==> config.mk <==
export PLATFORM = sky130hd
export DESIGN_NAME = dll_ctrl
export DESIGN_NICKNAME = d
export VERILOG_FILES = /design/src/rtl/dll_ctrl_pkg.sv /design/src/rtl/dll_lock_timer.sv /design/src/rtl/dll_code_track.sv /design/src/rtl/dll_phase_out.sv /design/src/rtl/dll_ctrl.sv
export SDC_FILE = /design/constraint.sdc
export NUM_CORES = 1
export LEC_CHECK = 0
export BUFFER_PORTS_ARGS = -buffer_cell sky130_fd_sc_hd__buf_4
export CAP_MARGIN = 20
export CORE_ASPECT_RATIO = 0.8
export CORE_MARGIN = 8
export CORE_UTILIZATION = 55
export CTS_CLUSTER_SIZE = 8
export DETAILED_ROUTE_END_ITERATION = 8
export GPL_TIMING_DRIVEN = 1
export PLACE_DENSITY = 0.75
export SLEW_MARGIN = 20
export SYNTH_ARGS = -nofsm -noshare
export SYNTH_HDL_FRONTEND = slang
export SYNTH_HIERARCHICAL = 1
export SYNTH_SLANG_ARGS = --single-unit
==> constraint.sdc <==
create_clock -name clk -period 4.1 [get_ports clk]
set_input_delay 0.41 -clock clk [delete_from_list [all_inputs] [get_ports clk]]
set_output_delay 0.41 -clock clk [all_outputs]
set_load 0.01 [all_outputs]
==> src/rtl/dll_ctrl_pkg.sv <==
package dll_ctrl_pkg;
    typedef enum logic {
        MODE_NORMAL = 1'b0,
        MODE_LOWJIT = 1'b1
    } mode_e;

    typedef enum logic [1:0] {
        STEP_HOLD = 2'd0,
        STEP_UP   = 2'd1,
        STEP_DOWN = 2'd2
    } step_e;
endpackage

==> src/rtl/dll_lock_timer.sv <==
module dll_lock_timer
    import dll_ctrl_pkg::*;
#(
    parameter int LOCK_LONG  = 1280,
    parameter int LOCK_SHORT = 256
) (
    input  logic  clk,
    input  logic  rst_n,
    input  logic  enable,
    input  mode_e mode,
    output logic  restart_o,
    output logic  lock_o
);
    localparam int CNT_W = $clog2(LOCK_LONG + 1);
    localparam logic [CNT_W-1:0] LONG_C  = CNT_W'(LOCK_LONG);
    localparam logic [CNT_W-1:0] SHORT_C = CNT_W'(LOCK_SHORT);

    typedef struct packed {
        logic [CNT_W-1:0] cnt;
        mode_e            mode;
        logic             lock;
    } tmr_t;

    tmr_t tmr_d, tmr_q;
    logic [CNT_W-1:0] target;
    logic             restart;

    always_comb begin
        target  = (mode == MODE_LOWJIT) ? LONG_C : SHORT_C;
        restart = !enable || (mode != tmr_q.mode);
        tmr_d      = tmr_q;
        tmr_d.mode = mode;
        if (restart) begin
            tmr_d.cnt = '0;
        end else if (tmr_q.cnt < target) begin
            tmr_d.cnt = tmr_q.cnt + 1'b1;
        end
        tmr_d.lock = !restart && (tmr_d.cnt == target);
    end

    always_ff @(posedge clk or negedge rst_n) begin
        if (!rst_n) begin
            tmr_q <= '{cnt: '0, mode: MODE_NORMAL, lock: 1'b0};
        end else begin
            tmr_q <= tmr_d;
        end
    end

    assign restart_o = restart;
    assign lock_o    = tmr_q.lock;

    // a restart edge always leaves the flag low
    a_r4_restart_clears: assert property (@(posedge clk) disable iff (!rst_n)
        restart |=> !tmr_q.lock);
    // the flag rises only when the previous count was one short of the window
    a_r2_r3_rise_at_window: assert property (@(posedge clk) disable iff (!rst_n)
        $rose(tmr_q.lock) |-> ($past(tmr_q.cnt) ==
            ((tmr_q.mode == MODE_LOWJIT) ? LONG_C - 1'b1 : SHORT_C - 1'b1)));
endmodule

==> src/rtl/dll_code_track.sv <==
module dll_code_track
    import dll_ctrl_pkg::*;
#(
    parameter int CODE_W   = 7,
    parameter int VOTE_LEN = 8
) (
    input  logic              clk,
    input  logic              rst_n,
    input  logic              restart,
    input  mode_e             mode,
    input  logic              early,
    output logic [CODE_W-1:0] code_o
);
    localparam int PH_W = $clog2(VOTE_LEN);
    localparam int VT_W = $clog2(VOTE_LEN + 1);
    localparam logic [CODE_W-1:0] MAX_C  = {CODE_W{1'b1}};
    localparam logic [CODE_W-1:0] MID_C  = CODE_W'(1) << (CODE_W - 1);
    localparam logic [PH_W-1:0]   LAST_P = PH_W'(VOTE_LEN - 1);
    localparam logic [VT_W-1:0]   HALF_V = VT_W'(VOTE_LEN / 2);

    typedef struct packed {
        logic [CODE_W-1:0] code;
        logic [PH_W-1:0]   phase;
        logic [VT_W-1:0]   votes;
    } trk_t;

    trk_t trk_d, trk_q;
    step_e step;
    logic [VT_W-1:0] total;

    always_comb begin
        trk_d = trk_q;
        step  = STEP_HOLD;
        total = trk_q.votes + VT_W'(early);
        if (restart) begin
            trk_d.phase = '0;
            trk_d.votes = '0;
        end else if (mode == MODE_NORMAL) begin
            step = early ? STEP_UP : STEP_DOWN;
        end else if (trk_q.phase == LAST_P) begin
            if (total > HALF_V)      step = STEP_UP;
            else if (total < HALF_V) step = STEP_DOWN;
            trk_d.phase = '0;
            trk_d.votes = '0;
        end else begin
            trk_d.phase = trk_q.phase + 1'b1;
            trk_d.votes = total;
        end
        if (step == STEP_UP && trk_q.code != MAX_C) begin
            trk_d.code = trk_q.code + 1'b1;
        end else if (step == STEP_DOWN && trk_q.code != '0) begin
            trk_d.code = trk_q.code - 1'b1;
        end
    end

    always_ff @(posedge clk or negedge rst_n) begin
        if (!rst_n) begin
            trk_q <= '{code: MID_C, phase: '0, votes: '0};
        end else begin
            trk_q <= trk_d;
        end
    end

    assign code_o = trk_q.code;

    // code frozen across a restart edge
    a_r10_hold_on_restart: assert property (@(posedge clk) disable iff (!rst_n)
        restart |=> $stable(trk_q.code));
    // in low-jitter mode the code moves only at the end of a vote window
    a_r6_step_on_window_end: assert property (@(posedge clk) disable iff (!rst_n)
        (mode == MODE_LOWJIT && !restart && trk_q.phase != LAST_P) |=> $stable(trk_q.code));
    // no wrap at either end
    a_r7_no_wrap_top: assert property (@(posedge clk) disable iff (!rst_n)
        (trk_q.code == MAX_C) |=> (trk_q.code >= MAX_C - 1'b1));
    a_r7_no_wrap_bottom: assert property (@(posedge clk) disable iff (!rst_n)
        (trk_q.code == '0) |=> (trk_q.code <= CODE_W'(1)));
endmodule

==> src/rtl/dll_phase_out.sv <==
module dll_phase_out #(
    parameter int CODE_W = 7
) (
    input  logic                     clk,
    input  logic                     rst_n,
    input  logic [CODE_W-1:0]        code,
    input  logic signed [CODE_W-1:0] offset_i,
    output logic [CODE_W-1:0]        setting_o
);
    localparam int SUM_W = CODE_W + 2;
    localparam logic signed [SUM_W-1:0] MAX_S = SUM_W'((1 << CODE_W) - 1);

    typedef struct packed {
        logic [CODE_W-1:0] set;
        logic [1:0]        primed;
    } out_t;

    out_t out_d, out_q;
    logic signed [SUM_W-1:0] sum;
    logic [CODE_W-1:0]       clamped;

    always_comb begin
        sum = $signed({2'b00, code}) + SUM_W'(offset_i);
        if (sum < 0)          clamped = '0;
        else if (sum > MAX_S) clamped = MAX_S[CODE_W-1:0];
        else                  clamped = sum[CODE_W-1:0];
        out_d.set    = clamped ^ (clamped >> 1);
        out_d.primed = (out_q.primed == 2'd3) ? 2'd3 : out_q.primed + 2'd1;
    end

    always_ff @(posedge clk or negedge rst_n) begin
        if (!rst_n) begin
            out_q <= '0;
        end else begin
            out_q <= out_d;
        end
    end

    assign setting_o = out_q.set;

    // with a held offset, each update flips at most one wire
    a_r9_single_bit_step: assert property (@(posedge clk) disable iff (!rst_n)
        (out_q.primed == 2'd3 && $past(offset_i) == $past(offset_i, 2))
            |-> ($countones(out_q.set ^ $past(out_q.set)) <= 1));
endmodule

==> src/rtl/dll_ctrl.sv <==
module dll_ctrl
    import dll_ctrl_pkg::*;
#(
    parameter int CODE_W     = 7,
    parameter int VOTE_LEN   = 8,
    parameter int LOCK_LONG  = 1280,
    parameter int LOCK_SHORT = 256
) (
    input  logic              clk,
    input  logic              rst_n,
    input  logic              enable,
    input  logic              low_jitter,
    input  logic              early,
    input  logic [CODE_W-1:0] offset_a,
    input  logic [CODE_W-1:0] offset_b,
    output logic [CODE_W-1:0] setting_a,
    output logic [CODE_W-1:0] setting_b,
    output logic              lock_valid
);
    localparam int N_OUT = 2;

    mode_e             mode;
    logic              restart;
    logic [CODE_W-1:0] code;
    logic [CODE_W-1:0] offs [N_OUT];
    logic [CODE_W-1:0] sets [N_OUT];

    assign mode    = mode_e'(low_jitter);
    assign offs[0] = offset_a;
    assign offs[1] = offset_b;

    dll_lock_timer #(.LOCK_LONG(LOCK_LONG), .LOCK_SHORT(LOCK_SHORT)) u_timer (
        .clk(clk), .rst_n(rst_n), .enable(enable), .mode(mode),
        .restart_o(restart), .lock_o(lock_valid)
    );

    dll_code_track #(.CODE_W(CODE_W), .VOTE_LEN(VOTE_LEN)) u_track (
        .clk(clk), .rst_n(rst_n), .restart(restart), .mode(mode),
        .early(early), .code_o(code)
    );

    for (genvar i = 0; i < N_OUT; i++) begin : g_out
        dll_phase_out #(.CODE_W(CODE_W)) u_out (
            .clk(clk), .rst_n(rst_n), .code(code),
            .offset_i($signed(offs[i])), .setting_o(sets[i])
        );
    end

    assign setting_a = sets[0];
    assign setting_b = sets[1];
endmodule

Word-level counts from Yosys, hierarchy flattened

Cells that the tools add are included.

Register bits after elaboration: 41
Bits in latches: 0
Memory bits (writable): 0
Memory bits (read-only): 0
Input port bits: 19
Output and inout port bits: 15
Word-level logic and storage cells: 57
Memories: 0

Add/subtract/negate cells: 7
$mul: 0
Div/mod/pow operators: 0
$lt $le $gt $ge: 7
Equal/unequal tests: 6
Shift-type cells: 0
Muxes and demuxes: 18
Bitwise operators: 2
Reductions and logical operators: 9

Operator list:

| cell                                               | number |
|---|---|
| 2-to-1 mux 7 bit                                   | 9 |
| 2-to-1 mux 11 bit                                  | 3 |
| adder 8 x 7 -> 9 bit                               | 2 |
| > comparator 9 x 8 -> 1 bit, second input constant | 2 |
| < comparator 9 x 1 -> 1 bit, second input constant | 2 |
| bitwise XOR 7 x 6 -> 7 bit                         | 2 |
| 2-to-1 mux 2 bit                                   | 6 |
| adder 11 x 1 -> 11 bit, second input constant      | 1 |
| == test 11 bit                                     | 1 |
| < comparator 11 bit                                | 1 |
| adder 7 x 1 -> 7 bit, second input constant        | 1 |
| != test 7 bit, second input constant               | 1 |
| nonzero test 7 bit                                 | 1 |
| subtractor 7 x 1 -> 7 bit, second input constant   | 1 |
| adder 4 x 1 -> 4 bit                               | 1 |
| > comparator 4 x 3 -> 1 bit, second input constant | 1 |
| < comparator 4 x 3 -> 1 bit, second input constant | 1 |
| nonzero test 2 bit                                 | 2 |
| adder 3 x 1 -> 3 bit, second input constant        | 1 |
| == test 3 bit, second input constant               | 1 |
| logical AND 1 bit                                  | 3 |
| == test 2 x 1 -> 1 bit, second input constant      | 1 |
| == test 2 bit, second input constant               | 1 |
| zero test 1 bit                                    | 2 |
| other kinds (2)                                    | 2 |

Longest topological paths before layout

Word-level depth: 11
Mapped depth: 15
Depth with buffers taken out: 13

By module

Netlist, hierarchy kept.

Modules (own cells, without submodules):

| module                         | times used | cells an instance | area each (µm²) | sequential area each (µm²) |
|---|---|---|---|---|
| dll_code_track                 | 1          | 109               | 1087.3          | 351.6 |
| dll_lock_timer                 | 1          | 87                | 864.6           | 325.3 |
| dll_phase_out (g_out[1].u_out) | 1          | 67                | 683.2           | 175.2 |
| dll_phase_out (g_out[0].u_out) | 1          | 64                | 680.7           | 175.2 |

Least setup slack after synthesis

OpenSTA, ideal clock, no wires.

Path type: in2reg
Start: input port low_jitter
End: register u_track.trk_q, in the netlist u_track/code_o[6]
Library setup time: 82 ps
Data arrival time: 3143 ps
Data required time: 4018 ps
Setup slack: 875 ps
Stages on the path: 14
Buffers on the path: 2
Cell sequence: xnor2_1 nand2_1 clkbuf_1 buf_6 and3b_1 a21oi_1 a31oi_4 nand2_1 ha_1 nor2b_1 o31a_1 o22ai_1 mux2_2 a2bb2oi_1

Cells in the longest elaborated chain, start to end: 6
Elaborated cells between the ends (all ways): 10
Classes of those cells: eq/ne (3); mux (3); reduce/logical (4)

Ends and longest elaborated chain:

| item                                                           | line                                       | text |
|---|---|---|
| from (decl)                                                    | dll_ctrl.sv:12                             | `input logic low_jitter,` |
| != test 1 bit *                                                | dll_lock_timer.sv:30                       | `restart = !enable \|\| (mode != tmr_q.mode);` |
| logical OR 1 bit *                                             | dll_lock_timer.sv:30                       |  |
| via restart                                                    | dll_ctrl.sv:23                             | `logic restart;` |
| 2-to-1 mux 2 bit *                                             | dll_code_track.sv:35                       | `if (restart) begin` |
| == test 2 x 1 -> 1 bit / == test 2 bit (equally long branches) | dll_code_track.sv:49, dll_code_track.sv:51 |  |
| logical AND 1 bit, on equally long branches                    | dll_code_track.sv:49, dll_code_track.sv:51 |  |
| 2-to-1 mux 7 bit / nonzero test 2 bit (equally long branches)  | --                                         |  |
| to (signal assigned)                                           | dll_code_track.sv:58                       | `trk_q <= '{code: MID_C, phase: '0, votes: '0};` |
| to (signal assigned)                                           | dll_code_track.sv:60                       | `trk_q <= trk_d;` |
| to (decl)                                                      | dll_code_track.sv:27                       | `trk_t trk_d, trk_q;` |

The timed path passes the listed nets; every way through them passes the cells marked *.
A chain may end at the register's enable or synchronous reset.

Worst setup path in the final report

Start: register u_timer/tmr_q[1] in the netlist's numbering
End: register u_track.trk_q, in the netlist u_track/code_o[6]

Cells in the longest elaborated chain, start to end: 6
Elaborated cells between the ends (all ways): 9
Classes of those cells: eq/ne (3); mux (2); reduce/logical (4)

Ends and longest elaborated chain:

| item                                                           | line                                       | text |
|---|---|---|
| from (decl)                                                    | dll_lock_timer.sv:24                       | `tmr_t tmr_d, tmr_q;` |
| from (signal assigned)                                         | dll_lock_timer.sv:43                       | `tmr_q <= '{cnt: '0, mode: MODE_NORMAL, lock: 1'b0};` |
| from (signal assigned)                                         | dll_lock_timer.sv:45                       | `tmr_q <= tmr_d;` |
| != test 1 bit *                                                | dll_lock_timer.sv:30                       |  |
| logical OR 1 bit *                                             | dll_lock_timer.sv:30                       |  |
| via restart                                                    | dll_ctrl.sv:23                             |  |
| 2-to-1 mux 2 bit *                                             | dll_code_track.sv:35                       |  |
| == test 2 x 1 -> 1 bit / == test 2 bit (equally long branches) | dll_code_track.sv:49, dll_code_track.sv:51 |  |
| logical AND 1 bit, on equally long branches                    | dll_code_track.sv:49, dll_code_track.sv:51 |  |
| 2-to-1 mux 7 bit / nonzero test 2 bit (equally long branches)  | --                                         |  |

Marks and branches as above.

==> impl_results.md <==
- Final Power: 2.20 mW
- PD cells: 598 mW/mm2
- FF-to-FF End: u_track/code_o[6]
- Max IR drop VDD: 0.000325 V
- Critical Path Source: u_timer/tmr_q[1]
- Minimum clock period: 3.28 ns
- Synth unique cells: 69
- Clk buf depth: 2
- Ys flop type: dfrtp_1
- Largest net degree at the start of global routing: 42
- Clk_skew: 0.00270 ns
- Slew @ Worst Pin: 0.524 ns
- Num ports: 34
- Worst R2R Path Depth: 12
- Most numerous cell on the critical path: nand2_1
- Max_cap viols: 0
- Warnings, synthesis: 6
- Worst-path clk slew: 0.08 ns
- CTS tree: done
- CTS resizes: 0
- Min-delay worst type: primary input to asynchronous set/reset pin
- Gr usage total: 16.2%
- RSZ-0062 raised after global routing: false
- Crit path max fanout: 11
- Max-slew headroom: 65.1%
- Drt initial violations: 116
- Number of synthesized register bits: 41
- Detailed placement HPWL: 4950 um
- Synth Cell Area: 0.00332 mm2
- ANT nets after route: 0
- Total Wirelength: 6540 um
- Share of cells above drive strength 1: 22.1%
- Fmax: 0.305 GHz
- Post-CTS Hold Fix Bufs: 0
- Setup_tns: 0 ns
- # clock sinks: 41
- Number of H-tree levels: 2
- Die area: 0.00878 mm2
- Die Span X: 103 um
- Post-synth EDFFs: 0
- Syn avg cell area: 10.1 um2
- Worst path max stage delay: 0.38 ns
- Num CTS Buffers: 5
- Setup bufs post-CTS: 0
- Drt wl/cell: 14.9 um
- Kind of cell adding the most delay to the critical path: simple AND/OR/NAND/NOR gates
- Ys async rst share: 100%
- Vias in the first global route: 2450
- Clock root cell: clkbuf_8
- Residual DRC count: 0
- Pins Over Slew Limit: 0
- Grt total ovfl: 0
- Initial antenna violation count: 0
- Vias per cell: 5.48
- Clock latency on the worst-skew pair: 0.29 ns
- Area Overhead vs Synth: 10.9%
- Most common cell after layout, fill and taps aside: dfrtp_1
- Sequential element share of the synthesized area: 31.0%
- Drt pass-1 iters: 4
- Initial core utilization: 56.4%
- CP Class: flop to flop
- Fin crit share: 79.9%
- Final Wtd Congestion: 0.875
- Worst Setup End Kind: flop
- Setup Viol. Count Final: 0
- Critical path depth: 12
- First-pass GRT wire length: 11500 um
- IO buf count: 33
- Non-Filler Instances: 438
- Row cnt: 25
- Critical-path top delay cell: dfrtp_1
- Static Leak: 1.80 nW
- Status: finished, final reports clean
- Gate Count Post-Synth: 327
- Layout fillers: 508
- Commonest cells after routing, fill and taps aside: dfrtp_1, buf_4, ha_1
- Crit path to: u_track/code_o[6]
- Post-Place Cells: 430
- Startpoint type of the worst setup path: flop
- Die height: 85.4 um
- Worst reg2reg path startpoint: u_timer/tmr_q[1]
- Final net count: 405
- Worst-path cell chain: xnor2_1 -> nand2_1 -> and3b_1 -> a21oi_1 -> a31oi_4 -> nand2_1 -> ha_1 -> nor2b_1 -> o31a_1 -> o22ai_1 -> mux2_2 -> a2bb2oi_1
- Syn_nets: 376
- # diodes: 0
- CORE AREA: 0.00588 mm2
- Arr. time, crit path: 3.50 ns
- CP Data Required Time: 4.33 ns
- Final Hold Viols: 0
- CP Buf/Inv Count: 0
- Via count: 2399
- R2r setup slk: 0.82 ns
## worst min path at each step
| stage | start | to | slack [ns] | cells after the start |
|---|---|---|---|---|
| after detailed placement | rst_n | u_track/trk_q[5] | 0.43 | 1 |
| after global placement | rst_n | u_track/trk_q[4] | 0.43 | 1 |
| after CTS | rst_n | u_track/trk_q[5] | 0.10 | 1 |
| after global routing | rst_n | u_track/trk_q[5] | 0.12 | 1 |
| after floorplan | rst_n | g_out[0].u_out/setting_o[0] | 0.11 | 0 |
| final | rst_n | u_track/trk_q[5] | 0.09 | 1 |
## cell usage after synthesis (all sizes together) (5+ instances only)
cell | number | area, um2
dfrtp | 40 | 1000
ha | 27 | 338
inv | 27 | 101
nor2 | 24 | 90.1
a21oi | 19 | 121
xnor2 | 18 | 173
nand2 | 16 | 62.6
xor2 | 13 | 114
nor3 | 12 | 75.1
buf | 11 | 93.8
nor2b | 10 | 62.6
o21ai | 10 | 53.8
nand3 | 9 | 57.6
nor4 | 7 | 65.1
xnor3 | 7 | 159
nand4 | 6 | 52.6
mux2 | 5 | 71.3
mux2i | 5 | 50.1
o211ai | 5 | 47.5
## sequential cells by signal (all words and copies together), names as in the netlist
name	count
g_out.u_out/setting_o	14
u_timer/lock_o	1
u_timer/tmr_q	12
u_track/code_o	7
u_track/trk_q	7
## routing by layer
layer  part of all wire, %  up-vias  global-route usage (%)
met5                     0        -                       0
met4                   1.4        0                    4.85
met3                   3.7        8                    2.86
met2                    47       29                    25.6
met1                    48     1145                    21.9
li1                      -     1217                       -
## power breakdown
part	leakage [nW]	internal, mW	switching [mW]
registers	0.544	0.484	0.0877
logic	1.20	0.696	0.634
clock network	0.0542	0.152	0.144
total	1.80	1.33	0.865
## per-stage QoR
stage | setup WS (ns) | hold slack, ns | util, % | area (um2)
floorplan | 0.875 | 0.114 | - | 3320
global placement | 0.745 | 0.427 | 60.8 | 3570
detailed placement | 0.613 | 0.428 | 60.8 | 3570
CTS | 0.818 | 0.100 | 62.5 | 3680
global route | 0.511 | 0.125 | 62.5 | 3680
finish | 0.825 | 0.0885 | 62.5 | 3680
## final cells by class
class                      instances  area, um2  area share (%)
multi-input combinational        247       2090            56.8
sequential                        41       1030            27.9
timing repair buffer              34        255            6.94
inverter                          27        101            2.76
tap                               81        101            2.76
clock buffer                       7       96.3            2.62
clock inverter                     1       5.00           0.136
## logic make-up (layout without fill, tap and decap cells)
kind of cell / after synthesis / count (layout) / share of synthesized area [%]
xor gates and xnor gates: 38 / 38 / 13.4
adders and majority gates: 30 / 30 / 12.0
and+or+nand+nor: 109 / 109 / 20.0
DFF: 41 / 41 / 31.0
AOI/OAI and AO/OA: 60 / 60 / 13.9
buffers and inverters: 39 / 69 / 6.00
muxes: 10 / 10 / 3.66
Power figures use the tool's default switching activity.
